--- src/rtl/block_write_unit.sv ---
module block_write_unit #(
  parameter int ROW_W  = 2,
  parameter int COL_W  = 5,
  parameter int ADDR_W = 5
) (
  input  logic              clk,
  input  logic              rst_n,
  input  logic              ras_n,
  input  logic              cas_n,
  input  logic              we_n,
  input  logic              dsf,
  input  logic [ADDR_W-1:0] addr,
  input  logic [3:0]        dq,
  input  logic              color_ld,
  input  logic [3:0]        color_in,
  input  logic [ROW_W-1:0]  rd_row,
  input  logic [COL_W-1:0]  rd_col,
  output logic [3:0]        rd_data
);
  localparam int IDX_W = ROW_W + COL_W;
  localparam int CELLS = 1 << IDX_W;

  logic             ras_q, cas_q, mask_off_q;
  logic [ROW_W-1:0] row_q;
  logic [3:0]       wmask_q, color_q, pmask;
  logic [3:0]       mem [CELLS];
  logic             ras_fall, blk_fire;

  assign ras_fall = ras_q & ~ras_n;
  assign blk_fire = cas_q & ~cas_n & ~ras_q & ~ras_n & dsf;
  assign pmask    = mask_off_q ? 4'hF : wmask_q;
  assign rd_data  = mem[{rd_row, rd_col}];

  always_ff @(posedge clk or negedge rst_n) begin
    if (!rst_n) begin
      ras_q      <= 1'b1;
      cas_q      <= 1'b1;
      row_q      <= '0;
      mask_off_q <= 1'b0;
      wmask_q    <= 4'hF;
      color_q    <= 4'h0;
    end else begin
      ras_q <= ras_n;
      cas_q <= cas_n;
      if (color_ld) color_q <= color_in;
      if (ras_fall) begin
        row_q      <= addr[ROW_W-1:0];
        mask_off_q <= dsf;
        if (!we_n && !dsf) wmask_q <= dq;
      end
    end
  end

  always_ff @(posedge clk or negedge rst_n) begin
    if (!rst_n) begin
      for (int i = 0; i < CELLS; i++) mem[i] <= 4'h0;
    end else if (blk_fire) begin
      for (int c = 0; c < 4; c++) begin
        if (dq[c]) begin
          mem[{row_q, addr[COL_W-1:2], 2'(c)}] <=
            (mem[{row_q, addr[COL_W-1:2], 2'(c)}] & ~pmask) | (color_q & pmask);
        end
      end
    end
  end

  assert_wmask_load_R5: assert property (@(posedge clk) disable iff (!rst_n)
    (ras_q && !ras_n && !we_n && !dsf) |=> (wmask_q == $past(dq)));

  assert_wmask_hold_R6: assert property (@(posedge clk) disable iff (!rst_n)
    !(ras_q && !ras_n && !we_n && !dsf) |=> $stable(wmask_q));

  assert_color_hold_R8: assert property (@(posedge clk) disable iff (!rst_n)
    !color_ld |=> $stable(color_q));

  assert_row_latch_R10: assert property (@(posedge clk) disable iff (!rst_n)
    (ras_q && !ras_n) |=> (row_q == $past(addr[ROW_W-1:0])));

  assert_row_hold_R10: assert property (@(posedge clk) disable iff (!rst_n)
    (!ras_q && !ras_n) |=> ($stable(row_q) && $stable(mask_off_q)));
endmodule

--- config.mk ---
export PLATFORM = sky130hd
export DESIGN_NAME = block_write_unit
export DESIGN_NICKNAME = d
export VERILOG_FILES = /design/src/rtl/block_write_unit.sv
export SDC_FILE = /design/constraint.sdc
export NUM_CORES = 1
export LEC_CHECK = 0
export BUFFER_PORTS_ARGS = -buffer_cell sky130_fd_sc_hd__buf_4
export CORE_ASPECT_RATIO = 1.2
export CORE_UTILIZATION = 40
export CTS_BUF_LIST = sky130_fd_sc_hd__clkbuf_4
export DETAILED_ROUTE_END_ITERATION = 8
export PLACE_DENSITY = 0.64
export REMOVE_ABC_BUFFERS = 1
export SYNTH_ARGS = -nofsm -noshare
export SYNTH_HDL_FRONTEND = slang
export SYNTH_SLANG_ARGS = --single-unit
--- constraint.sdc ---
create_clock -name clk -period 4.2 [get_ports clk]
set_input_delay 0.63 -clock clk [delete_from_list [all_inputs] [get_ports clk]]
set_output_delay 0.63 -clock clk [all_outputs]
set_load 0.05 [all_outputs]
# == Yosys cells after proc, flatten, opt, wreduce, memory -nomap -nowiden ==
# Index checks and enable logic that the tools add are counted.
# word_totals
mem_count,0
rom_bits,0
register_bits,525
inputBits,27
latch_bits,0
mem_bits_rw,0
# classes
n_mux,35
div_mod_pow,0
n_mul,0
eq_ne,0
bitwise,23
magnitude_cmp,9
reduce_logical,8
shifts,0
addsub,0
# op_table
cell,n
$mux W512,7
$bwmux W512,4
$bmux W4 S7,5
$demux W4 S7,4
$mux W4,15
$ge A8 B8 Y1 const B,5
$not A7 Y8,5
$lt A8 B1 Y1 const B,4
$and A4 B4 Y4,5
$or A4 B4 Y4,4
$and A1 B1 Y1,5
$logic_and A1 B1 Y1,5
$not A4 Y4,1
$not A1 Y1,3
$logic_not A1 Y1,2
$reduce_and A2 Y1,1

# == Depth between registers and ports, before layout ==
# logic_depth
word_depth,17
ltp_mapped,11

# == Worst setup path after synthesis ==
# Ideal clock, no wire load.
# synth_timing
path_kind,input -> output
start,input rd_col[0]
end,output rd_data[0]
stages,7
t_arrival_ns,2.931
n_path_buf,3
setup_slack_ns,0.639
t_required_ns,3.570
path_cell_list,buf_2 buf_2 buf_2 mux4_2 mux4_2 mux4_2 mux2_2
# synth_between
elab_chain_cells,4
# synth_rtl
item,line_no,text
start: declaration,17,"input logic [COL_W-1:0] rd_col,"
$not A7 Y8 (not written as such),32,"assign rd_data = mem[{rd_row, rd_col}];"
$bmux W4 S7,32,
$mux W4 (not written as such) (2 in a row),32,
end: declaration,18,output logic [3:0] rd_data
# Every way passes these cells. The select of a mux whose other input is x is not followed.

# == Worst setup path in the final report ==
# layout_timing
start,register mem[90] (netlist name)
end,output rd_data[2]
# layout_between
elab_chain_cells,3
# layout_rtl
item,line_no,text
start: declaration,26,logic [3:0] mem [CELLS];
start signal: indexed assignment,60,"mem[{row_q, addr[COL_W-1:2], 2'(c)}] <="
$bmux W4 S7,32,
$mux W4 (not written as such) (2 in a row),32,
# Every way passes these cells. The select of a mux whose other input is x is not followed.

==> results_dict.tcl <==
set metrics [dict create \
    run_status "completed" \
    synthDistinctLibCells 41 \
    detail_route.wl_per_cell_um 31.7 \
    synthTopCellsByArea "dfrtp_1 (48%), mux4_2 (24%), o21ai_0 (9.5%), nand2_1 (9.3%), clkbuf_1 (1.1%)" \
    r2r_cells 6 \
    power.density_nw_per_um2 379 \
    wirelength_um 111000 \
    numCtsBuffers 142 \
    route.vias.total 21800 \
    drcViolationCount 0 \
    grt_pass1_vias 22100 \
    synth.top_cell.area_share_pct 48.2 \
    core_sq_um 66200 \
    final_area_sq_um 30700 \
    hold_viol_final 0 \
    dpl_cell_area_sq_um 28600 \
    synth_seq_cells 525 \
    synthFlopType "dfrtp_1" \
    hold-worst-slack_ps 208 \
    worstSetupPathType "register to primary output" \
    dpl.hpwl_um 81000 \
    dr.max_layer_used "met5" \
    final-seq-area_sq_um 13200 \
    relSlewSlack_pct 19.2 \
    syn_inst 2357 \
    end_kind "primary output" \
    fin_crit_sh_pct 99.5 \
    fin_crit_ps 4180 \
    netlist_area_sq_um 26900 \
    std_cell_rows 103 \
    h-tree-depth 4 \
    r2r_slack_ps 1010 \
    max-vdd-ir-drop_mv 0.265 \
    totalNegativeSetupSlack_ps 0 \
    drtAntennaViolNets 0 \
    port_buffers 30 \
    dp_slack_ps 260 \
    met2_length_um 51900 \
    rsz0062_at_grt "true" \
    drt_iter0_drc 2838 \
    worst_clock_skew_ps 85.6 \
    fillers 6182 \
    timing.final.max_slew_violations 0 \
    cts_buffer_depth 3 \
    gp_congestion 1.08 \
    first_pass_iters 6 \
    antenna_found_initial 8 \
    drive_gt1_share_pct 26.4 \
    cp-start-kind "register" \
    start_util_pct 40.7 \
    synthToLayoutAreaGrowth_pct 13.8 \
    seq_area_frac_synth_pct 48.8 \
    grt.total_usage_pct 33.6 \
    async_flop_share_pct 100 \
    cts_tree "yes" \
    grt-ovfl-total 0 \
    viasPerCell 6.24 \
    wl_met1_um 36700 \
    path_clk_slew_ps 70 \
    worstPathArrival_ps 3550 \
    max_cap_viol_count 0 \
    nets 2525 \
    ys_warn_count 0 \
    timing.fmax_mhz 239 \
    min_path_type "input port to async pin" \
    die_area_sq_um 68400 \
    worstReg2RegStart "row_q[0]" \
    synth_edf_count 0 \
    avgSynthCellArea_sq_um 11.4 \
    met3_length_um 10700 \
    ios 31 \
    cts-root-buf "clkbuf_4" \
    r2r_end "mem[114]" \
    grt_max_degree 131 \
    power_leakage_nw 12.7 \
    setup_ws_ps 21.1 \
    insertion_delay_ps 1050 \
    grt_pass1_wl_um 160000 \
    multi_input_area_sq_um 13200 \
    cp.required_ps 3570 \
    clock_sinks 525 \
    setup_viol 0 \
    die_h_um 286 \
    synth_top_area_cell "dfrtp_1" \
    worstPathMaxFanout 3 \
    die_width_um 239 \
    tightest_slew_ps 1210 \
]
-- sequential cells by signal (all words and copies together) (netlist names) --
name	count
mem	512
color_q	4
wmask_q	4
row_q	2
cas_q	1
mask_off_q	1
ras_q	1
-- cells in the final DEF, fill, tap and decap left out, drive strengths merged, types with 3 or more instances in the layout --
| cell type | instances |
|---|---|
| or2 | 6 |
| mux2i | 27 |
| inv | 4 |
| clkinv | 37 |
| and3 | 5 |
| mux2 | 18 |
| dfrtp | 519 |
| and3b | 3 |
| o211ai | 8 |
| nor2b | 8 |
| diode | 3 |
| o21ai | 527 |
| nand3 | 4 |
| o2111ai | 6 |
| bufinv | 4 |
| a22oi | 23 |
| nand2 | 669 |
| dfstp | 6 |
| clkbuf | 198 |
| dlygate4sd3 | 22 |
| or3b | 3 |
| nand2b | 5 |
| a21oi | 7 |
| clkinvlp | 3 |
| nor2 | 40 |
| mux4 | 292 |
| buf | 123 |
| nand3b | 3 |
| o22ai | 8 |
-- routing by layer --
metal  track usage, %  vias up
met5                0        -
met4             29.2        6
met1             38.0    10800
met3             8.78      494
met2             52.9     1468
li1                 -     9021
-- final cells by class --
class	count	area share (%)
diodes	3	0.0245
clock buffers	196	4.80
clock inverters	46	1.02
inverters	2	0.0245
multi-input cells	1680	43.0
flip-flops and latches	525	42.9
well taps	892	3.64
repair buffers	147	4.57
-- cell usage after synthesis, drive strengths merged, types with 6 or more instances --
library cell / n
a22oi: 23
nor2: 40
mux4: 292
clkbuf: 77
nand2: 669
buf: 73
o2111ai: 6
dfstp: 6
dfrtp: 519
mux2i: 27
mux2: 18
nor2b: 8
o211ai: 8
o22ai: 8
o21ai: 527
a21oi: 7
or2: 6
-- worst max path at each step --
stage / end / start / slack [ps]
after detailed placement: rd_data[2] / rd_col[2] / 260
after CTS: rd_data[2] / mem[202] / -20
after floorplan: mem[101] / row_q[0] / 290
after global routing: rd_data[2] / mem[30] / -0.3
final: rd_data[2] / mem[90] / 20
after global placement: rd_data[2] / rd_col[2] / 300
-- kinds of logic after synthesis --
group / share of synthesized area (%)
AO/OA/AOI/OAI: 11.6
buffers and inverters: 2.52
flip-flops: 48.8
multiplexers: 26.2
AND/OR/NAND/NOR: 11.0
-- critical path: stages (launching register included) --
cell and delay, ps:
dfrtp_1 420, mux4_2 600, mux4_2 540, mux4_2 500, mux2_4 310, buf_6 160
-- stage by stage --
step | utilization, % | power [mW] | std cells
2_1_floorplan | - | 5.92 | 2207
3_3_place_gp | 43.2 | 6.96 | 3222
3_5_place_dp | 43.2 | 6.98 | 3222
4_1_cts | 46.2 | 11.7 | 3487
5_1_grt | 46.3 | 12.0 | 3489
6_report | 46.3 | 11.6 | 3491
-- report_power, final --
part | total, mW | internal, mW | switching, mW
Clock | 4.65 | 2.40 | 2.25
Sequential | 5.36 | 5.18 | 0.185
Combinational | 1.61 | 0.497 | 1.11
Total | 11.6 | 8.08 | 3.54
-- repair_timing --
action | 4_1_cts | 5_1_grt
hold endpoints to repair | 86 | 0
resized for setup | 8 | 3
setup endpoints to repair | 4 | 2
hold buffers | 22 | 0
buffers inserted | 1 | 1
No activity file was read; power rests on OpenSTA's default activity.
